--- config.mk ---
export PLATFORM = sky130hd
export DESIGN_NAME = mii_tx_framer
export DESIGN_NICKNAME = d
export VERILOG_FILES = /design/src/rtl/mii_tx_framer.sv
export SDC_FILE = /design/constraint.sdc
export NUM_CORES = 1
export LEC_CHECK = 0
export ABC_AREA = 0
export BUFFER_PORTS_ARGS = -buffer_cell sky130_fd_sc_hd__buf_4
export CAP_MARGIN = 30
export CORE_UTILIZATION = 30
export CTS_CLUSTER_SIZE = 8
export DETAILED_ROUTE_END_ITERATION = 6
export HOLD_SLACK_MARGIN = 0.06
export SYNTH_ARGS = -nofsm -noshare
export SYNTH_HDL_FRONTEND = slang
export SYNTH_SLANG_ARGS = --single-unit
export TNS_END_PERCENT = 10
--- constraint.sdc ---
create_clock -name clk -period 3.1 [get_ports clk]
set_input_delay 0.155 -clock clk [delete_from_list [all_inputs] [get_ports clk]]
set_output_delay 0.155 -clock clk [all_outputs]
set_load 0.1 [all_outputs]
--- src/rtl/mii_tx_framer.sv ---
module mii_tx_framer #(
  parameter int MIN_DATA      = 60,
  parameter int MAX_DATA      = 1518,
  parameter int LATE_BYTES    = 64,
  parameter int ATTEMPT_LIMIT = 16
) (
  input  logic        clk,
  input  logic        rst_n,
  input  logic        slow_mode,
  input  logic        cfg_pad,
  input  logic        cfg_crc,
  input  logic        cfg_huge,
  input  logic        pkt_ovr,
  input  logic        pkt_pad,
  input  logic        pkt_crc,
  input  logic        pkt_huge,
  input  logic [7:0]  tx_byte,
  input  logic        tx_sof,
  input  logic        tx_eof,
  input  logic        tx_underrun,
  input  logic        col_async,
  output logic        nib_ce,
  output logic        tx_take,
  output logic        tx_done,
  output logic        tx_retry,
  output logic        tx_abort,
  output logic [3:0]  mii_txd,
  output logic        mii_txen,
  output logic        mii_txer,
  output logic [25:0] stat_vec,
  output logic        stat_vld
);

  localparam logic [31:0] POLY     = 32'hEDB88320;
  localparam logic [31:0] RESIDUE  = 32'hDEBB20E3;
  localparam logic [3:0]  PRE_NIB  = 4'h5;
  localparam logic [3:0]  SFD_NIB  = 4'hD;
  localparam logic [3:0]  JAM_NIB  = 4'h5;
  localparam logic [10:0] CNT_MAX  = '1;
  localparam logic [10:0] MIN_D    = 11'(MIN_DATA);
  localparam logic [10:0] MAX_D    = 11'(MAX_DATA);
  localparam logic [10:0] LATE_B   = 11'(LATE_BYTES);
  localparam logic [3:0]  LAST_TRY = 4'(ATTEMPT_LIMIT - 1);

  typedef enum logic [2:0] {S_IDLE, S_PRE, S_DATA, S_PAD, S_FCS, S_JAM, S_FIN} st_t;

  function automatic logic [31:0] crc_step(input logic [31:0] c, input logic [7:0] d);
    logic [31:0] r;
    r = c;
    for (int i = 0; i < 8; i++)
      r = (r[0] ^ d[i]) ? ((r >> 1) ^ POLY) : (r >> 1);
    return r;
  endfunction

  function automatic logic [10:0] sat_inc(input logic [10:0] v);
    return (v == CNT_MAX) ? v : v + 11'd1;
  endfunction

  st_t         state;
  logic [3:0]  idx;
  logic [1:0]  div;
  logic        col_m, col_s;
  logic [7:0]  cur;
  logic        last;
  logic [10:0] dcnt, bcnt;
  logic [31:0] crc;
  logic        e_pad, e_crc, e_huge;
  logic [3:0]  ncol;
  logic        bc_run, mc;
  logic        o_ok, o_retry, o_late, o_exc, o_und, o_jum;

  assign nib_ce = !slow_mode || (div == 2'd3);

  wire        on_air  = (state == S_PRE) || (state == S_DATA) || (state == S_PAD) || (state == S_FCS);
  wire        hit     = col_s && on_air;
  wire        late    = bcnt >= LATE_B;
  wire [31:0] fcs     = ~crc;
  wire        bc_f    = bc_run && (dcnt >= 11'd6);
  wire        crc_bad = o_ok && !e_crc && (crc != RESIDUE);

  always_ff @(posedge clk or negedge rst_n) begin
    if (!rst_n) begin
      div   <= '0;
      col_m <= 1'b0;
      col_s <= 1'b0;
    end else begin
      div   <= div + 2'd1;
      col_m <= col_async;
      col_s <= col_m;
    end
  end

  always_ff @(posedge clk or negedge rst_n) begin
    if (!rst_n) begin
      state    <= S_IDLE;
      idx      <= '0;
      cur      <= '0;
      last     <= 1'b0;
      dcnt     <= '0;
      bcnt     <= '0;
      crc      <= '1;
      e_pad    <= 1'b0;
      e_crc    <= 1'b0;
      e_huge   <= 1'b0;
      ncol     <= '0;
      bc_run   <= 1'b0;
      mc       <= 1'b0;
      o_ok     <= 1'b0;
      o_retry  <= 1'b0;
      o_late   <= 1'b0;
      o_exc    <= 1'b0;
      o_und    <= 1'b0;
      o_jum    <= 1'b0;
      mii_txd  <= '0;
      mii_txen <= 1'b0;
      mii_txer <= 1'b0;
      tx_take  <= 1'b0;
      tx_done  <= 1'b0;
      tx_retry <= 1'b0;
      tx_abort <= 1'b0;
      stat_vld <= 1'b0;
      stat_vec <= '0;
    end else begin
      tx_take  <= 1'b0;
      tx_done  <= 1'b0;
      tx_retry <= 1'b0;
      tx_abort <= 1'b0;
      stat_vld <= 1'b0;
      if (nib_ce) begin
        if (hit) begin
          mii_txd  <= JAM_NIB;
          mii_txen <= 1'b1;
          mii_txer <= 1'b0;
          state    <= S_JAM;
          idx      <= 4'd1;
          o_late   <= late;
          o_exc    <= !late && (ncol == LAST_TRY);
          o_retry  <= !late && (ncol != LAST_TRY);
        end else begin
          case (state)
            S_IDLE: begin
              mii_txen <= 1'b0;
              mii_txer <= 1'b0;
              if (tx_sof) begin
                state   <= S_PRE;
                idx     <= '0;
                e_pad   <= pkt_ovr ? pkt_pad  : cfg_pad;
                e_crc   <= pkt_ovr ? pkt_crc  : cfg_crc;
                e_huge  <= pkt_ovr ? pkt_huge : cfg_huge;
                dcnt    <= '0;
                bcnt    <= '0;
                crc     <= '1;
                last    <= 1'b0;
                bc_run  <= 1'b1;
                mc      <= 1'b0;
                o_ok    <= 1'b0;
                o_retry <= 1'b0;
                o_late  <= 1'b0;
                o_exc   <= 1'b0;
                o_und   <= 1'b0;
                o_jum   <= 1'b0;
              end
            end
            S_PRE: begin
              mii_txen <= 1'b1;
              mii_txd  <= (idx == 4'd15) ? SFD_NIB : PRE_NIB;
              idx      <= idx + 4'd1;
              if (idx == 4'd15) state <= S_DATA;
            end
            S_DATA: begin
              if (!idx[0]) begin
                if (tx_underrun || (!e_huge && dcnt == MAX_D)) begin
                  mii_txd  <= '0;
                  mii_txer <= 1'b1;
                  o_und    <= tx_underrun;
                  o_jum    <= !tx_underrun;
                  state    <= S_FIN;
                end else begin
                  cur     <= tx_byte;
                  mii_txd <= tx_byte[3:0];
                  tx_take <= 1'b1;
                  crc     <= crc_step(crc, tx_byte);
                  dcnt    <= sat_inc(dcnt);
                  bcnt    <= sat_inc(bcnt);
                  last    <= tx_eof;
                  if (dcnt == 11'd0) mc <= tx_byte[0];
                  if (dcnt < 11'd6)  bc_run <= bc_run && (tx_byte == 8'hFF);
                  idx     <= 4'd1;
                end
              end else begin
                mii_txd <= cur[7:4];
                idx     <= '0;
                if (last) begin
                  if (e_pad && dcnt < MIN_D) state <= S_PAD;
                  else if (e_crc)            state <= S_FCS;
                  else begin
                    state <= S_FIN;
                    o_ok  <= 1'b1;
                  end
                end
              end
            end
            S_PAD: begin
              mii_txd <= '0;
              if (!idx[0]) begin
                crc  <= crc_step(crc, 8'h00);
                dcnt <= sat_inc(dcnt);
                bcnt <= sat_inc(bcnt);
                idx  <= 4'd1;
              end else begin
                idx <= '0;
                if (dcnt >= MIN_D) begin
                  if (e_crc) state <= S_FCS;
                  else begin
                    state <= S_FIN;
                    o_ok  <= 1'b1;
                  end
                end
              end
            end
            S_FCS: begin
              mii_txd <= fcs[{idx[2:0], 2'b00} +: 4];
              if (!idx[0]) bcnt <= sat_inc(bcnt);
              idx <= idx + 4'd1;
              if (idx == 4'd7) begin
                state <= S_FIN;
                o_ok  <= 1'b1;
              end
            end
            S_JAM: begin
              mii_txd <= JAM_NIB;
              idx     <= idx + 4'd1;
              if (idx == 4'd7) state <= S_FIN;
            end
            S_FIN: begin
              mii_txd  <= '0;
              mii_txen <= 1'b0;
              mii_txer <= 1'b0;
              stat_vld <= 1'b1;
              tx_done  <= o_ok;
              tx_retry <= o_retry;
              tx_abort <= o_late || o_exc || o_und || o_jum;
              stat_vec <= {o_ok, o_late, 1'b0, o_exc, o_und, o_jum, 1'b0,
                           bc_f, mc && !bc_f, crc_bad, ncol, o_late, bcnt};
              ncol     <= o_retry ? ncol + 4'd1 : 4'd0;
              state    <= S_IDLE;
            end
            default: state <= S_IDLE;
          endcase
        end
      end
    end
  end

endmodule

; ---- Word-level counts from Yosys, hierarchy flattened
; Index checks and enable logic that the tools add are counted.
; W data, S select, Z words.
[word_totals]
register_bits = 124
[classes]
addsub = 5
bitwise_logic = 27
n_lt_le_gt_ge = 5
reduce_logical = 58
n_eq_ne = 40
mux = 113
n_shift = 1
[ops]
columns = cell, count
row1 = $mux W32, 20
row2 = $not A13 Y14, 15
row3 = $mux W11, 9
row4 = $pmux W32 S3, 1
row5 = $pmux W11 S3, 2
row6 = $mux W1, 50
row7 = $mux W4, 9
row8 = $eq A11 B11 Y1 const B, 3
row9 = $ne A32 B32 Y1 const B, 1
row10 = $not A32 Y32, 1
row11 = $shiftx A32 B6 Y4, 1
row12 = $mux W3, 10
row13 = $reduce_and A7 Y1, 4
row14 = $add A11 B1 Y11 const B, 2
row15 = $pmux W4 S5, 1
row16 = $ne A2 B2 Y1 const B, 9
row17 = $pmux W4 S4, 1
row18 = $pmux W3 S5, 1
row19 = $pmux W1 S2, 7
row20 = $ne A4 B4 Y1 const B, 3
row21 = $reduce_and A4 Y1, 3
row22 = $reduce_and A6 Y1, 2
row23 = $reduce_bool A3 Y1, 4
row24 = $ge A11 B3 Y1 const B, 1
row25 = other kinds (38), 89

; ---- Depth between registers and ports, before layout
; Gate-level depths: netlist of the first run.
[logic_depth]
depth_word = 19
depth_mapped = 10
mapped_depth_nobuf = 8

; ---- Worst setup path after synthesis of the first run
; OpenSTA, ideal clock, no wires.
[synth_path]
path_kind = register to register
startpoint = reg state[0]
endpoint = reg dcnt[7]
synth_period_minus_slack_ns = 2.568
required_time_ns = 3.005
n_path_buf = 3
stages_incl_launch_ff = 10
slack_ns = 0.532
arrival_time_ns = 2.473
path_cell_list = dfrtp_1 buf_6 or3_1 buf_6 a31o_4 a211o_4 or3_1 buf_2 or2_4 o31ai_1
[synth_via]
elab_chain_cells = 7
[synth_lines]
columns = element, line_no
row1 = "start, declared", 59  ; st_t state;
row2 = "start signal, assigned", 95  ; state <= S_IDLE;
row3 = "start signal, assigned", 134  ; state <= S_JAM;
row4 = "start signal, assigned", 145  ; state <= S_PRE;
row5 = $eq A3 B1 Y1 or $eq A3 B2 Y1 (tied branches), "74, 140"
row6 = $logic_or A1 B1 Y1 (3 in a row), 74  ; wire on_air = (state == S_PRE) || (state == S_DATA) || (state == S_PAD) || (state == S_FCS);
row7 = $logic_and A1 B1 Y1, 75  ; wire hit = col_s && on_air;
row8 = $not A1 Y1 (no line), -
row9 = $reduce_and A7 Y1 (no line), -
row10 = "end signal, assigned", 183  ; dcnt <= sat_inc(dcnt);
row11 = "end signal, assigned", 207  ; dcnt <= sat_inc(dcnt);
row12 = "end, declared", 65  ; logic [10:0] dcnt, bcnt;
; Parallel ways exist; a longest one is shown, timed or not.
; A chain may end at the register's enable or synchronous reset.

; ---- Final worst setup path of the first run
[layout_path]
startpoint = reg crc[0]
endpoint = reg crc[20]
[layout_via]
elab_chain_cells = 17
[layout_lines]
columns = element, line_no
row1 = "start, declared", 66  ; logic [31:0] crc;
row2 = "start signal, assigned", 182  ; crc <= crc_step(crc, tx_byte);
row3 = "start signal, assigned", 206  ; crc <= crc_step(crc, 8'h00);
row4 = $xor A1 B1 Y1, 51  ; r = (r[0] ^ d[i]) ? ((r >> 1) ^ POLY) : (r >> 1);
row5 = $mux W32, 51
row6 = $not A13 Y14 (no line), -
row7 = $mux W32 (2 in a row), 51
row8 = $not A13 Y14 (no line), -
row9 = $mux W32, 51
row10 = $not A13 Y14 (no line), -
row11 = $mux W32 (2 in a row), 51
row12 = $not A13 Y14 (no line), -
row13 = $mux W32, 51
row14 = $not A13 Y14 (no line), -
row15 = $mux W32, 51
row16 = $mux W32, 172  ; if (tx_underrun || (!e_huge && dcnt == MAX_D)) begin
row17 = $mux W32, 171  ; if (!idx[0]) begin
row18 = $pmux W32 S3 (*), 140  ; case (state)
; Every way passes the cells marked *; elsewhere a longest branch is shown, timed or not. The select of a mux whose other input is x is not followed.

==> results of run 1 <==
worst max-delay path by stage:
stage,start,endpoint,slack [ps]
finish,crc[0],crc[20],390
global route,state[2],crc[20],210
CTS,crc[0],crc[20],390
detailed placement,crc[0],crc[20],420
global placement,state[2],crc[3],490
floorplan,state[0],dcnt[7],530
flip-flops by register name, indices dropped and copies added (netlist names), 2 cells and up:
name / count
crc: 32
bcnt: 11
idx: 4
state: 3
ncol: 4
cur: 4
mii_txd: 4
stat_vec: 23
dcnt: 11
div: 2
per-stage QoR:
stage               instances  utilization  setup slack (ps)  total power, µW
finish                   1225        0.362               386            11300
detailed placement       1188        0.336               421             9150
global placement         1188        0.336               495             9110
global route             1225        0.362               211            11900
floorplan                 836            -               532             7580
CTS                      1225        0.362               394            11300
routing by layer:
layer  vias to the layer above  wire length, µm  track usage  part of all wire
met1                      3162             9880        0.236              0.45
met4                         0              547       0.0695             0.025
met3                        45             1490       0.0306             0.067
li1                       3041                -            -                 -
met2                       258            10200        0.271              0.46
met5                         -                0            0                 0
placed cells by master (no fill, tap or decap), types with 17 or more instances in the layout:
master and count:
dfstp_2 32, a21oi_1 43, xor2_1 28, inv_1 21, nand3_1 19, dfrtp_1 87
nand2_1 110, a31oi_1 21, xnor2_1 90, buf_4 81, o21ai_0 49, nor2_1 67
clkbuf_16 17
kinds of logic after synthesis:
family | share of synthesized area
buffers and inverters | 0.0469
other | 0.000487
and+or+nand+nor | 0.168
muxes | 0.0453
xor gates and xnor gates | 0.167
AOI/OAI and AO/OA | 0.161
DFF | 0.392
adders and majority gates | 0.0192
synth_stat cells, drive strengths merged, types with 8 or more instances:
cell type    n
ha          11
dfrtp       87
mux4         8
o31ai       13
o21ai       49
clkbuf      38
buf         22
inv         21
nor2b        9
xnor2       95
dfstp       32
nand2      110
a31oi       21
mux2i        9
o22ai        9
nor2        67
a21oi       43
and3        10
xor2        28
nand3       19
nand4       11
cell type report:
class	instances	area, µm²	area share
Clock buffer	17	425	0.0466
Timing Repair Buffer	87	678	0.0743
Tap cell	330	413	0.0452
Clock inverter	15	181	0.0199
Sequential cell	119	3020	0.331
Multi-Input combinational cell	635	4330	0.474
Inverter	22	82.6	0.00905
power by group:
part	internal [µW]	switching, µW
combinational	2650	3800
sequential	2130	655
clock	1210	825
timing repair:
action                                 in CTS  in global routing
setup endpoints to repair                   0                  0
endpoints found under the hold margin      91                  0
hold buffers                                5                  0
==> impl_metrics.ini, run 1 <==
[timing]
fin_skew_ps = 9.54
final_max_slew_viol_count = 0
worstMarginPinSlew_ps = 762
finalCritPeriodShare = 0.876
finalCriticalPeriod_ps = 2710
final-setup-viol-count = 0
setup_tns_ps = 0
hold_ws_ps = 75.2
max_freq_mhz = 368
slew_headroom = 0.485
rsz0062_at_grt = no
finalHoldViolCount = 0

[worst_setup_path]
crit_path_max_fanout = 9
rr_endpoint = crc[20]
worstPathArrival_ps = 3050
path_cells = xnor2_2 -> xnor2_4 -> xnor3_1 -> mux2_2 -> or3_1 -> a41oi_1
cp.depth = 6
start_kind = register
crit_family = XOR/XNOR gates
slowest_delay_ps = 680
rr_startpoint = crc[0]
critical_path_class = register to register
r2r_cells = 6
crit_slowest_cell = dfstp_2
cp_data_required_time_ps = 3440
rrSetupSlack_ps = 390
crit_path_end_kind = register
crit_buf_inv = 0

[floorplan]
initial_utilization = 0.306
die-area_um2 = 26300
die_y_um = 162
die-width_um = 162
core-area_um2 = 25200
rows = 58
pin_count = 60

[clock_tree]
clk-insertion-delay-late_ps = 420
cts_tree = built
ctsResizeCount = 0
clkSlewWorstSetupHoldPaths_ps = 60
numCtsBuffers = 17
htreeDepth = 4
clock_path_buffers = 2
cts.sinks = 119
postCtsSetupRepairBufs = 0
cts_root_buf = clkbuf_16

[routing]
drc = 0
drt-pass1-iter-count = 5
wirelength_mm = 22.1
vias = 6506
final_antenna_net_count = 0
drtIter0Drc = 598
routed_via_density = 5.31
wire_per_inst_um = 18.0

[pwr]
vdd_ir_drop_max_mv = 0.724
power.density_nw_per_um2 = 1230
p_leak_uw = 0.00387

[place]
dpl.hpwl_mm = 15.8
post_dp_cell_area_um2 = 8470
place.gp.congestion = 0.921
io_buffer_count = 57

[min_path]
worst_hold_path_type = input pin to register
worstHoldStart = tx_byte[6]
hold_path_depth = 2
hold_end = cur[6]

[logic_synthesis]
synthTopCellsByArea = dfrtp_1 28%, dfstp_2 11%, xnor2_1 10%
ys_seq_area_frac = 0.392
synth_top_area_frac = 0.283
syn_inst = 835
avgSynthCellArea_um2 = 9.23
ys_warn_count = 0
synth_ff_type = dfrtp_1
synth_edf_count = 0
synth_top_area_cell = dfrtp_1
ys_seq_elements = 119
async_reset_ff_frac = 1.00
synth_cell_types = 70
netlist_area_um2 = 7700

[global_routing]
antenna_found_initial = 0
grt_pass1_wl_mm = 35.1
grtUsageTotal = 0.173
grt_pass1_vias = 6240
grt_max_degree = 120
globalRouteOverflowTotal = 0

[finish]
fill_cells = 2564
diodes = 0
syn2layout_area_growth_pct = 18.5
postLayoutCellArea_um2 = 9130
nets = 915
drive_gt1_frac = 0.192

[run]
maxCapViolCount = 0

[status]
outcome = complete, no violations
No activity file was read; power rests on OpenSTA's default activity.
==> inputs of run 2 (changes only) <==
Settings changed: CORE_ASPECT_RATIO set to 0.5.
==> run 2 against run 1 <==
Sequential cell count unchanged. Fmax decreased by 0.62%. Largest power group unchanged. Sequential share of layout area decreased by 0.44 points. Clock-buffer cell count increased by 2. Largest cell class unchanged. Wire length increased by 2.4%. Clock power about the same.
==> impl_metrics.ini, run 2 (synthesized netlist as in run 1, its figures left out) <==
[status]
outcome = complete, no violations

[timing]
final-setup-viol-count = 0
finalHoldViolCount = 0
rsz0062_at_grt = no
finalCritPeriodShare = 0.881
finalCriticalPeriod_ps = 2730
setup_tns_ps = 0
slew_headroom = 0.449
worstMarginPinSlew_ps = 815
fin_ws_ps = 369
max_freq_mhz = 366
fin_skew_ps = 9.09
final_max_slew_viol_count = 0

[worst_setup_path]
path_cells = xnor2_2 -> xnor2_4 -> xnor3_1 -> mux2_2 -> or3_1 -> a41oi_1
crit_path_max_fanout = 9
crit_family = XOR/XNOR gates
worstPathArrival_ps = 3060
crit_slowest_cell = dfstp_2
crit_path_end_kind = register
cp_data_required_time_ps = 3430
critical_path_class = register to register
start_kind = register
slowest_delay_ps = 670
crit_buf_inv = 0

[clock_tree]
numCtsBuffers = 17
cts_tree = built
cts_root_buf = clkbuf_16
clock_path_buffers = 2
cts.sinks = 119
ctsResizeCount = 0
clk-insertion-delay-late_ps = 430
clkSlewWorstSetupHoldPaths_ps = 60
htreeDepth = 4

[finish]
diodes = 0
fill_cells = 2533
largest_reg_flops = 32
layout_common_cells = 110 x nand2_1, 90 x xnor2_1, 87 x dfrtp_1
finalNonFillerCells = 1250
top_regs = crc: 32 flops, stat_vec: 23 flops
drive_gt1_frac = 0.193
nets = 926
final_common_cell = nand2_1
fin_util = 0.367
top_register = crc
postLayoutCellArea_um2 = 9250
syn2layout_area_growth_pct = 20.1

[routing]
vias = 6559
drt-pass1-iter-count = 7
routed_via_density = 5.25
final_antenna_net_count = 0
wire_per_inst_um = 18.1
drtIter0Drc = 661
wirelength_mm = 22.6
drc = 0

[run]
maxCapViolCount = 0

[global_routing]
grt_pass1_wl_mm = 36.2
grt_max_degree = 64
antenna_found_initial = 0
globalRouteOverflowTotal = 0
grt_pass1_vias = 6376
grtUsageTotal = 0.179

[place]
dp.cells = 1206
place.gp.congestion = 0.927
place_ws_ps = 361
post_dp_cell_area_um2 = 8520
dpl.hpwl_mm = 16.3
io_buffer_count = 57

[floorplan]
die_y_um = 115
die-width_um = 229
pin_count = 60
initial_utilization = 0.306
core-area_um2 = 25200
rows = 41
die-area_um2 = 26400

[pwr]
power.density_nw_per_um2 = 1210
vdd_ir_drop_max_mv = 0.346
p_leak_uw = 0.00392

[min_path]
worst_hold_path_type = input pin to register
[run 2: cell type report]
type / instances / area, µm² / share of cell area
Tap cell: 344 / 430 / 0.0465
Multi-Input combinational cell: 635 / 4330 / 0.468
Timing Repair Buffer: 98 / 778 / 0.0841
Inverter: 22 / 82.6 / 0.00893
Clock inverter: 13 / 170 / 0.0184
Sequential cell: 119 / 3020 / 0.326
Clock buffer: 19 / 443 / 0.0479
[run 2: final timing paths]
kind | slack [ps] | start | depth (start not counted) | to
min in group asynchronous | 360 | rst_n | 2 | stat_vec[0]
setup / recovery | 370 | crc[0] | 6 | crc[23]
hold reg to reg | 350 | col_m | 0 | col_s
max in group asynchronous | 1860 | rst_n | 3 | crc[23]
setup reg to reg | 370 | crc[0] | 6 | crc[23]
hold / removal | 90 | tx_byte[0] | 3 | mc
[run 2: routing by layer]
metal  routed length (µm)  up-vias  part of all wire  track usage
met5                    0        -                 0            0
met4                  516        0             0.023       0.0685
met3                 1500       45             0.067       0.0367
met2                10400      240              0.46        0.288
met1                10200     3226              0.45        0.237
li1                     -     3048                 -            -
[run 2: worst min-delay path, stage by stage]
cell and delay [ps]:
buf_4 170, o2111ai_1 90, nand2_1 60
[run 2: stage by stage]
| step | hold WS [ps] | power [µW] |
|---|---|---|
| 3_5_place_dp | 271 | 9100 |
| 2_1_floorplan | -141 | 7580 |
| 4_1_cts | 61.8 | 11200 |
| 6_report | 94.1 | 11200 |
| 3_3_place_gp | 266 | 9080 |
| 5_1_grt | 78.2 | 11900 |
[run 2: power by group]
group	leakage, µW	internal (µW)	total (µW)	switching, µW
Combinational	0.00215	2600	6380	3780
Clock	0.000291	1290	2070	775
Sequential	0.00147	2120	2770	646
[run 2: timing repair]
item,in CTS,in global routing
endpoints found under the hold margin,66,1
setup buffers,0,0
hold buffers,11,1
==> inputs of run 3 (changes only) <==
Settings changed: CORE_ASPECT_RATIO 0.5 to 1.2.
==> run 3 against run 2 <==
Cell area shrank 1.1%. Register-to-register slack gained 30 ps. Wire length is 0.34% higher. Clock power is essentially flat. Sequential cell count unchanged. Critical path depth unchanged. Clock skew hardly changed. Critical path type unchanged.
==> impl_metrics.ini, run 3 (synthesized netlist as in run 1, its figures left out) <==
[status]
outcome = complete, no violations

[min_path]
worst_hold_path_type = input pin to register
worstHoldStart = cfg_pad

[place]
io_buffer_count = 57
post_dp_cell_area_um2 = 8480
dpl.hpwl_mm = 16.1
place.gp.congestion = 0.933

[timing]
fin_skew_ps = 8.93
setup_tns_ps = 0
max_freq_mhz = 370
final_max_slew_viol_count = 0
finalHoldViolCount = 0
rsz0062_at_grt = no
finalCriticalPeriod_ps = 2700
worstMarginPinSlew_ps = 765
finalCritPeriodShare = 0.871
slew_headroom = 0.483
final-setup-viol-count = 0

[finish]
diodes = 0
nets = 917
fill_cells = 2521
layout_common_cells = 110 x nand2_1, 90 x xnor2_1, 87 x dfrtp_1
drive_gt1_frac = 0.192
top_regs = crc: 32 flops, stat_vec: 23 flops
final_common_cell = nand2_1
top_register = crc
largest_reg_flops = 32
syn2layout_area_growth_pct = 18.8
postLayoutCellArea_um2 = 9150

[floorplan]
rows = 63
core-area_um2 = 25000
die_y_um = 178
die-area_um2 = 26300
pin_count = 60
initial_utilization = 0.308
die-width_um = 148

[global_routing]
globalRouteOverflowTotal = 0
grt_max_degree = 120
grt_pass1_vias = 6487
grt_pass1_wl_mm = 36.4
grtUsageTotal = 0.181
antenna_found_initial = 0

[clock_tree]
cts_root_buf = clkbuf_16
postCtsSetupRepairBufs = 0
cts.sinks = 119
cts_tree = built
htreeDepth = 4
clk-insertion-delay-late_ps = 430
clkSlewWorstSetupHoldPaths_ps = 60
numCtsBuffers = 17
clock_path_buffers = 2

[pwr]
swShare = 0.468
total_power_uw = 11100
cellInternalPower_uw = 5930
combPwrFrac = 0.566
power_frac_seq = 0.252
p_leak_uw = 0.00388
p_switching_uw = 5220
clkPwrFrac = 0.183
power.density_nw_per_um2 = 1220
vdd_ir_drop_max_mv = 0.358

[worst_setup_path]
crit_path_end_kind = register
crit_buf_inv = 0
slowest_delay_ps = 500
crit_family = simple AND/OR/NAND/NOR gates
critical_path_class = register to register
rr_startpoint = state[2]
worstPathArrival_ps = 3030
start_kind = register
cp-startpoint = state[2]
crit_path_frequent_cell = or3_1
path_cells = or3_1 -> a31o_4 -> a211o_4 -> or3_1 -> or2_4 -> o31ai_1
cp_data_required_time_ps = 3430
crit_slowest_cell = dfrtp_1
crit_path_max_fanout = 12

[routing]
wire_per_inst_um = 18.6
final_antenna_net_count = 0
drc = 0
wirelength_mm = 22.7
drt-pass1-iter-count = 6
vias = 6557
routed_via_density = 5.37
drtIter0Drc = 537

[run]
maxCapViolCount = 0
run 3: cell count changes in the layout (fill, tap and decap cells not counted):
cell,delta
buf_12,+1
buf_4,-5
bufinv_16,-1
clkbuf_1,-1
clkinv_2,-1
clkinv_4,+2
clkinvlp_4,-1
dlygate4sd3_1,-5
inv_8,+2
run 3: power groups by stage:
stage	combinational (µW)	clock, µW	sequential, µW
after detailed placement	6220	0	2810
after floorplan	4400	0	3170
after global routing	6770	2150	2860
final	6310	2040	2800
after CTS	6270	2080	2790
after global placement	6190	0	2790
run 3: layer usage:
layer	up-vias	routed length (µm)	global-route usage
li1	3045	-	-
met1	3174	9500	0.217
met2	267	10900	0.304
met3	71	1260	0.0357
met4	0	989	0.0975
met5	-	0	0
run 3: layout make-up:
class	count	area (µm²)	area share
Tap cell	325	407	0.0444
Inverter	22	82.6	0.00902
Sequential cell	119	3020	0.330
Clock inverter	14	168	0.0183
Clock buffer	18	439	0.0480
Multi-Input combinational cell	635	4330	0.473
Timing Repair Buffer	89	711	0.0776
run 3: path summary, 6_finish.rpt:
kind | to | depth (start not counted) | slack [ps]
max in group asynchronous | dcnt[4] | 3 | 2260
worst max-delay path | dcnt[7] | 6 | 400
worst max register to register | dcnt[7] | 6 | 400
worst min-delay path | e_pad | 3 | 70
min in group asynchronous | stat_vec[20] | 3 | 380
worst min register to register | col_s | 0 | 350
run 3: repair_timing:
item,CTS,global route
hold endpoints to repair,93,0
hold buffers,7,0
gates resized for setup,0,0
run 3: through the flow:
stage	std cells	util	setup slack (ps)	hold slack, ps
after floorplan	836	-	532	-141
after global placement	1183	0.339	483	264
after detailed placement	1183	0.339	426	265
after CTS	1222	0.366	411	64.0
after global routing	1222	0.366	266	84.3
final	1222	0.366	400	74.8
run 3: worst min-delay path: stages:
cell	delay (ps)
buf_4	80
mux2i_1	80
a21oi_1	150
